## src/rtl/sps_pkg.sv

```systemverilog
package sps_pkg;

    typedef int unsigned u32_t;

    // 0: primary pair leads (power into battery), 1: primary pair lags
    typedef enum logic {
        DIR_G2V = 1'b0,
        DIR_V2G = 1'b1
    } flow_dir_e;

    typedef struct packed {
        logic hi;
        logic lo;
    } gate_pair_t;

    typedef struct packed {
        logic sec;
        logic prim;
    } raw_phase_t;

    localparam int NUM_PAIRS = 2;

    // clamp a shift request to just under half a period
    function automatic u32_t sat_shift(input u32_t req, input u32_t half);
        return (req >= half) ? (half - 1) : req;
    endfunction

    // carrier position seen by the secondary pair
    function automatic u32_t sec_pos(input u32_t pos, input u32_t sh,
                                     input flow_dir_e d, input u32_t period);
        u32_t s;
        if (d == DIR_V2G) s = pos + sh;
        else              s = pos + period - sh;
        if (s >= period)  s = s - period;
        return s;
    endfunction

endpackage

```

## src/rtl/sps_carrier.sv

```systemverilog
module sps_carrier
    import sps_pkg::*;
#(
    parameter int unsigned PERIOD_TICKS = 200,
    parameter int unsigned SHIFT_W      = 16,
    parameter int unsigned CW           = 8
) (
    input  logic               clk,
    input  logic               rst,
    input  logic               en,
    input  logic [SHIFT_W-1:0] shift_req,
    input  flow_dir_e          dir_req,
    output logic [CW-1:0]      pos,
    output logic [CW-1:0]      act_shift,
    output flow_dir_e          act_dir
);

    localparam u32_t HALF = PERIOD_TICKS / 2;
    localparam logic [CW-1:0] LAST = CW'(PERIOD_TICKS - 1);

    logic at_last;
    logic load_now;

    always_comb begin
        at_last  = (pos == LAST);
        load_now = !en || at_last;
    end

    always_ff @(posedge clk) begin
        if (rst) begin
            pos       <= LAST;
            act_shift <= '0;
            act_dir   <= DIR_G2V;
        end else begin
            if (load_now) begin
                act_shift <= CW'(sat_shift(u32_t'(shift_req), HALF));
                act_dir   <= dir_req;
            end
            if (!en)          pos <= LAST;
            else if (at_last) pos <= '0;
            else              pos <= pos + 1'b1;
        end
    end

endmodule

```

## src/rtl/sps_phase.sv

```systemverilog
module sps_phase
    import sps_pkg::*;
#(
    parameter int unsigned PERIOD_TICKS = 200,
    parameter int unsigned CW           = 8
) (
    input  logic [CW-1:0] pos,
    input  logic [CW-1:0] act_shift,
    input  flow_dir_e     act_dir,
    output raw_phase_t    raw
);

    localparam u32_t HALF = PERIOD_TICKS / 2;

    u32_t spos;

    always_comb begin
        spos     = sec_pos(u32_t'(pos), u32_t'(act_shift), act_dir, PERIOD_TICKS);
        raw.prim = (u32_t'(pos) < HALF);
        raw.sec  = (spos < HALF);
    end

endmodule

```

## src/rtl/sps_deadband.sv

```systemverilog
module sps_deadband
    import sps_pkg::*;
#(
    parameter int unsigned DEAD_TICKS = 3
) (
    input  logic       clk,
    input  logic       rst,
    input  logic       en,
    input  logic       raw_in,
    output gate_pair_t gates
);

    localparam int unsigned TW = $clog2(DEAD_TICKS + 1);
    localparam logic [TW-1:0] TMAX = TW'(DEAD_TICKS);

    logic          prev;
    logic [TW-1:0] tmr;
    logic          settled;

    always_ff @(posedge clk) begin
        if (rst || !en) begin
            prev <= 1'b0;
            tmr  <= '0;
        end else begin
            prev <= raw_in;
            if (raw_in != prev)  tmr <= '0;
            else if (tmr != TMAX) tmr <= tmr + 1'b1;
        end
    end

    always_comb begin
        settled  = (tmr == TMAX);
        gates.hi = en && prev && settled;
        gates.lo = en && !prev && settled;
    end

endmodule

```

## src/rtl/sps_gate_gen.sv

```systemverilog
module sps_gate_gen
    import sps_pkg::*;
#(
    parameter int unsigned CLK_HZ     = 10_000_000,
    parameter int unsigned FSW_HZ     = 50_000,
    parameter int unsigned DEAD_TICKS = 3,
    parameter int unsigned SHIFT_W    = 16
) (
    input  logic               clk,
    input  logic               rst,
    input  logic               en,
    input  logic [SHIFT_W-1:0] shift_req,
    input  logic               dir_v2g,
    output logic               gp_hi,
    output logic               gp_lo,
    output logic               gs_hi,
    output logic               gs_lo
);

    localparam int unsigned PERIOD_TICKS = CLK_HZ / FSW_HZ;
    localparam int unsigned CW = $clog2(PERIOD_TICKS);

    logic [CW-1:0]        pos;
    logic [CW-1:0]        act_shift;
    flow_dir_e            act_dir;
    raw_phase_t           raw;
    logic [NUM_PAIRS-1:0] raw_bits;
    gate_pair_t           pair [NUM_PAIRS];

    sps_carrier #(
        .PERIOD_TICKS(PERIOD_TICKS),
        .SHIFT_W     (SHIFT_W),
        .CW          (CW)
    ) u_carrier (
        .clk      (clk),
        .rst      (rst),
        .en       (en),
        .shift_req(shift_req),
        .dir_req  (flow_dir_e'(dir_v2g)),
        .pos      (pos),
        .act_shift(act_shift),
        .act_dir  (act_dir)
    );

    sps_phase #(
        .PERIOD_TICKS(PERIOD_TICKS),
        .CW          (CW)
    ) u_phase (
        .pos      (pos),
        .act_shift(act_shift),
        .act_dir  (act_dir),
        .raw      (raw)
    );

    assign raw_bits = {raw.sec, raw.prim};

    generate
        for (genvar i = 0; i < NUM_PAIRS; i++) begin : g_pair
            sps_deadband #(
                .DEAD_TICKS(DEAD_TICKS)
            ) u_db (
                .clk   (clk),
                .rst   (rst),
                .en    (en),
                .raw_in(raw_bits[i]),
                .gates (pair[i])
            );
        end
    endgenerate

    assign gp_hi = pair[0].hi;
    assign gp_lo = pair[0].lo;
    assign gs_hi = pair[1].hi;
    assign gs_lo = pair[1].lo;

endmodule

```

## config.mk

```make
export PLATFORM = sky130hd
export DESIGN_NAME = sps_gate_gen
export DESIGN_NICKNAME = d
export VERILOG_FILES = /design/src/rtl/sps_pkg.sv /design/src/rtl/sps_carrier.sv /design/src/rtl/sps_phase.sv /design/src/rtl/sps_deadband.sv /design/src/rtl/sps_gate_gen.sv
export SDC_FILE = /design/constraint.sdc
export NUM_CORES = 1
export LEC_CHECK = 0
export CAP_MARGIN = 20
export CORE_ASPECT_RATIO = 0.75
export CORE_MARGIN = 3
export CORE_UTILIZATION = 30
export DETAILED_ROUTE_END_ITERATION = 10
export DONT_BUFFER_PORTS = 1
export HOLD_SLACK_MARGIN = 0.15
export PLACE_DENSITY = 0.45
export SYNTH_ARGS = -nofsm -noshare
export SYNTH_HDL_FRONTEND = slang
export SYNTH_HIERARCHICAL = 1
export SYNTH_SLANG_ARGS = --single-unit
```

## constraint.sdc

```tcl
create_clock -name clk -period 6.9 [get_ports clk]
set_clock_uncertainty 0.1 [all_clocks]
set_input_delay 0.69 -clock clk [delete_from_list [all_inputs] [get_ports clk]]
set_output_delay 0.69 -clock clk [all_outputs]
set_load 0.01 [all_outputs]
```

==> metrics.sh <==
RUN_STATUS='finished, final reports clean'
SYNTHCELLS=286
GRT_PASS1_WL_MM=8.61
MAX_SLEW_HEADROOM_AT_THE_WORST_PIN_PCT=66.0
AREA_TAKEN_BY_MULTI_INPUT_LOGIC_GATES_UM2=1730
WORSTSETUPENDPOINTTYPE='register'
CELLLEAKAGEPOWER_nW=1.06
SYNTH.AREA.MUX_SHARE_PCT=2.68
CP_CELL_SEQUENCE='inv_1 -> ha_1 -> ha_1 -> fa_1 -> xor2_1 -> a21oi_1 -> xor2_1 -> inv_1 -> ha_1 -> inv_1 -> nor2_1 -> or2_2 -> nand2_1 -> ha_1 -> nor3_1 -> nand4_1 -> nor3_1 -> a41o_1 -> o221a_1 -> xor2_1 -> nor3_1'
YOSYSWARNINGCOUNT=6
GRT_MAX_DEGREE=14
TIMING.FINAL.CRIT_SHARE_PCT=65.6
OVERALL_ROUTING_RESOURCE_USAGE_PCT=12.0
CTS_MADE_BUFFERS=3
CRITICAL_PATH.STARTPOINT_TYPE='register'
WORST_SKEW_PAIR.LATE_LATENCY_NS=0.26
SYNTH_ASYNC_SR_FLOP_SHARE_PCT=0
CTS_BUFFER_DEPTH=2
CP_MAX_FO=5
POST_SYNTH_MOST_FREQUENT_CELLS='sky130_fd_sc_hd__ha_1, sky130_fd_sc_hd__inv_1, sky130_fd_sc_hd__nand2_1'
CRIT_ARRIVAL_NS=4.58
CTS.CLK_SLEW.WORST_PATHS_NS=0.08
POST-CTS-SETUP-BUFFERS=0
CRIT_PATH_MAX_INCR_DELAY_NS=0.46
SYNTH-SIMPLE-AREA-SHARE_PCT=24.6
PLACE.GP.CONGESTION=0.796
AREA.GROWTH.SYNTH_TO_FINAL_PCT=6.00
ANTENNA_FOUND_INITIAL=0
ROUTE.DETAILED.WL_PER_INST_UM=13.2
SETUP_VIOL=0
CTS.REPAIR.RESIZED=0
DIODES=0
SETUP_SLACK_NS=2.37
IR_WORST_VDD_mV=0.0844
CRITPATHTOPFAMILY='adder cells'
FRACTION_OF_THE_MAPPED_NETLIST_AREA_IN_COMPOUND_GATES_PCT=18.2
DRC=0
PATH_BUF_INV=3
CRIT_SLOWEST_CELL='sky130_fd_sc_hd__fa_1'
CORE_UM2=7470
SYNTH_ENABLE_FLOP_CELLS=0
CLOCK_TREE_FROM_TRITONCTS='done'
POST-SYNTH-TOP-AREA-FRACTION_PCT=19.7
LAYOUT.FILLER_CELLS=785
DRV.MAX_CAP_VIOLATION_COUNT=0
FIN_MAX_SLEW_VIOS=0
DIE_WIDTH_UM=108
IOS=24
CELLPOWERDENSITY_nW_PER_UM2=170
HOLD_VIOL_FINAL=0
MAX_SLEW.WORST_PIN.SLEW_NS=0.508
DRT_ITER0_DRC=104
IO_BUFFERS=0
YOSYSMOSTFREQUENTCELL='sky130_fd_sc_hd__ha_1'
GRT_PASS1_VIAS=1807
POST_SYNTH_NUM_CELL_TYPES=62
POST-ROUTE-MIN-PERIOD_NS=4.53
YOSYS.AREA_SHARE.ADDER_PCT=21.4
VIAS=1976
DRT_PASS1_ITERATIONS=4
HOLDBUFCOUNTCTS=0
CRITICAL_PATH_CLASS='reg2reg'
REGISTER_BIT_COUNT_REPORTED_BY_YOSYS=23
TIMING.CRITICAL_PATH.REQUIRED_NS=6.96
MAX_FREQ_GHz=0.221
SYNTH-SEQ-AREA-SHARE_PCT=19.7
SYNTH_TOP_CELL_BY_AREA='sky130_fd_sc_hd__dfxtp_1'
HTREE_LEVELS=1
GLOBALROUTE.TOTALOVERFLOW=0
DRIVE_ABOVE_1_SHARE_PCT=8.39
FINAL.SETUP.TNS_NS=0
YS.FLOP_TYPE='sky130_fd_sc_hd__dfxtp_1'
DESIGN.DIE.AREA_UM2=8890
SYNTHESIZED_AREA_DIVIDED_BY_SYNTHESIZED_CELL_COUNT_UM2=8.17
LIBRARY_CELL_USED_AS_CLOCK_ROOT_BUFFER='sky130_fd_sc_hd__clkbuf_8'
SYNTH_TOP_FAMILY_BY_AREA='simple AND/OR/NAND/NOR gates'
POST_SYNTHESIS_CELL_AREA_UM2=2340
DETAILEDPLACE.WORSTSLACK_NS=2.44
AVGVIACOUNTPERCELL=5.11
GRT_SETUP_UNREPAIRED='false'
FINAL_NETS=345
WORSTHOLDPATHTYPE='reg2reg'
WL_MM=5.10
POST-DP-HPWL_MM=4.19
SYN-NUM-NETS=344
WORST_PATH_MOST_REPEATED_CELL='sky130_fd_sc_hd__ha_1'
POST_SYNTH_MAIN_AREA_CONTRIBUTORS='sky130_fd_sc_hd__dfxtp_1, sky130_fd_sc_hd__ha_1, sky130_fd_sc_hd__inv_1'
ANTENNA_VIOLATING_NETS_POST_ROUTE=0
INITIAL_UTILIZATION_PCT=31.3
FP-ROW-COUNT=27
SEQCELLAREA_UM2=460
CLKSINKCOUNT=23
DIE_HEIGHT_UM=82.4
YOSYS.AREA_SHARE.XOR_XNOR_PCT=7.12
-- power by group --
| group | switching [mW] | total [mW] | internal (mW) |
|---|---|---|---|
| Sequential | 0.0103 | 0.150 | 0.140 |
| Clock | 0.0418 | 0.0820 | 0.0402 |
| Combinational | 0.109 | 0.188 | 0.0786 |
-- routing by layer --
metal	vias to the layer above	share of wire, %	GRT usage, %
met5	-	0	0
met4	0	0.67	2.02
met3	4	4.8	2.49
met2	47	38	17.7
met1	904	56	18.0
li1	1021	-	-
-- placed cells by master, fill, tap and decap left out, types with 2 or more instances in the layout --
master,n
sky130_fd_sc_hd__or3_1,5
sky130_fd_sc_hd__fa_1,2
sky130_fd_sc_hd__xnor2_1,9
sky130_fd_sc_hd__or2_2,3
sky130_fd_sc_hd__a31oi_1,3
sky130_fd_sc_hd__a21oi_1,15
sky130_fd_sc_hd__and3_2,3
sky130_fd_sc_hd__nand4b_1,3
sky130_fd_sc_hd__ha_1,36
sky130_fd_sc_hd__xor2_1,10
sky130_fd_sc_hd__nor4b_1,2
sky130_fd_sc_hd__nand2_1,25
sky130_fd_sc_hd__o221a_1,3
sky130_fd_sc_hd__dfxtp_1,23
sky130_fd_sc_hd__mux2i_1,4
sky130_fd_sc_hd__nand4_1,6
sky130_fd_sc_hd__o21bai_1,2
sky130_fd_sc_hd__nand3_1,4
sky130_fd_sc_hd__clkbuf_8,3
sky130_fd_sc_hd__nand2b_1,4
sky130_fd_sc_hd__nor2_1,22
sky130_fd_sc_hd__o211ai_1,2
sky130_fd_sc_hd__or3b_1,2
sky130_fd_sc_hd__nor2b_1,3
sky130_fd_sc_hd__a221oi_1,2
sky130_fd_sc_hd__o21ai_0,14
sky130_fd_sc_hd__nor3_1,12
sky130_fd_sc_hd__and2_1,2
sky130_fd_sc_hd__inv_1,30
-- logic make-up after synthesis --
family	Yosys count
fa+ha+maj	39
buf+inv	34
xor+xnor	19
compound gates	59
mux	6
flops	23
simple gates	106
-- worst reg2reg max path: stages (launching register included) --
cell,delay (ns)
sky130_fd_sc_hd__dfxtp_1,0.36
sky130_fd_sc_hd__inv_1,0.08
sky130_fd_sc_hd__ha_1,0.29
sky130_fd_sc_hd__ha_1,0.24
sky130_fd_sc_hd__fa_1,0.46
sky130_fd_sc_hd__xor2_1,0.18
sky130_fd_sc_hd__a21oi_1,0.17
sky130_fd_sc_hd__xor2_1,0.37
sky130_fd_sc_hd__inv_1,0.09
sky130_fd_sc_hd__ha_1,0.19
sky130_fd_sc_hd__inv_1,0.06
sky130_fd_sc_hd__nor2_1,0.06
sky130_fd_sc_hd__or2_2,0.35
sky130_fd_sc_hd__nand2_1,0.09
sky130_fd_sc_hd__ha_1,0.22
sky130_fd_sc_hd__nor3_1,0.15
sky130_fd_sc_hd__nand4_1,0.13
sky130_fd_sc_hd__nor3_1,0.15
sky130_fd_sc_hd__a41o_1,0.19
sky130_fd_sc_hd__o221a_1,0.22
sky130_fd_sc_hd__xor2_1,0.20
sky130_fd_sc_hd__nor3_1,0.07
-- stage by stage --
| step | util, % | hold WS (ns) | area [um^2] | instances | power [mW] |
|---|---|---|---|---|---|
| after floorplan | - | 0.331 | 2340 | 286 | 0.302 |
| after global routing | 33.2 | 0.361 | 2480 | 387 | 0.459 |
| after global placement | 32.5 | 0.359 | 2430 | 383 | 0.343 |
| after detailed placement | 32.5 | 0.367 | 2430 | 383 | 0.337 |
| after CTS | 33.2 | 0.377 | 2480 | 387 | 0.422 |
| final | 33.2 | 0.373 | 2480 | 387 | 0.420 |
-- path summary, 6_finish.rpt --
| kind | depth (start not counted) | end | slack, ns | startpoint |
|---|---|---|---|---|
| worst min register to register | 2 | u_carrier/act_shift[2] | 0.37 | u_carrier/act_shift[2] |
| worst min-delay path | 2 | u_carrier/act_shift[2] | 0.37 | u_carrier/act_shift[2] |
| worst max register to register | 21 | g_pair[1].u_db/tmr[0] | 2.37 | u_carrier/act_shift[1] |
| worst max-delay path | 21 | g_pair[1].u_db/tmr[0] | 2.37 | u_carrier/act_shift[1] |
-- cell type report --
class | count | area share, %
clock inverter | 1 | 0.202
inverter | 30 | 4.55
clock buffer | 3 | 1.67
sequential | 23 | 18.6
tap | 101 | 5.10
multi-input combinational | 229 | 69.9
-- flip-flops by register name (all words and copies together) (netlist names) --
register,flops
g_pair.u_db/prev,2
g_pair.u_db/tmr,4
u_carrier/act_dir,1
u_carrier/act_shift,8
u_carrier/pos,8
Note: power is estimated with default switching activity, not from simulation.
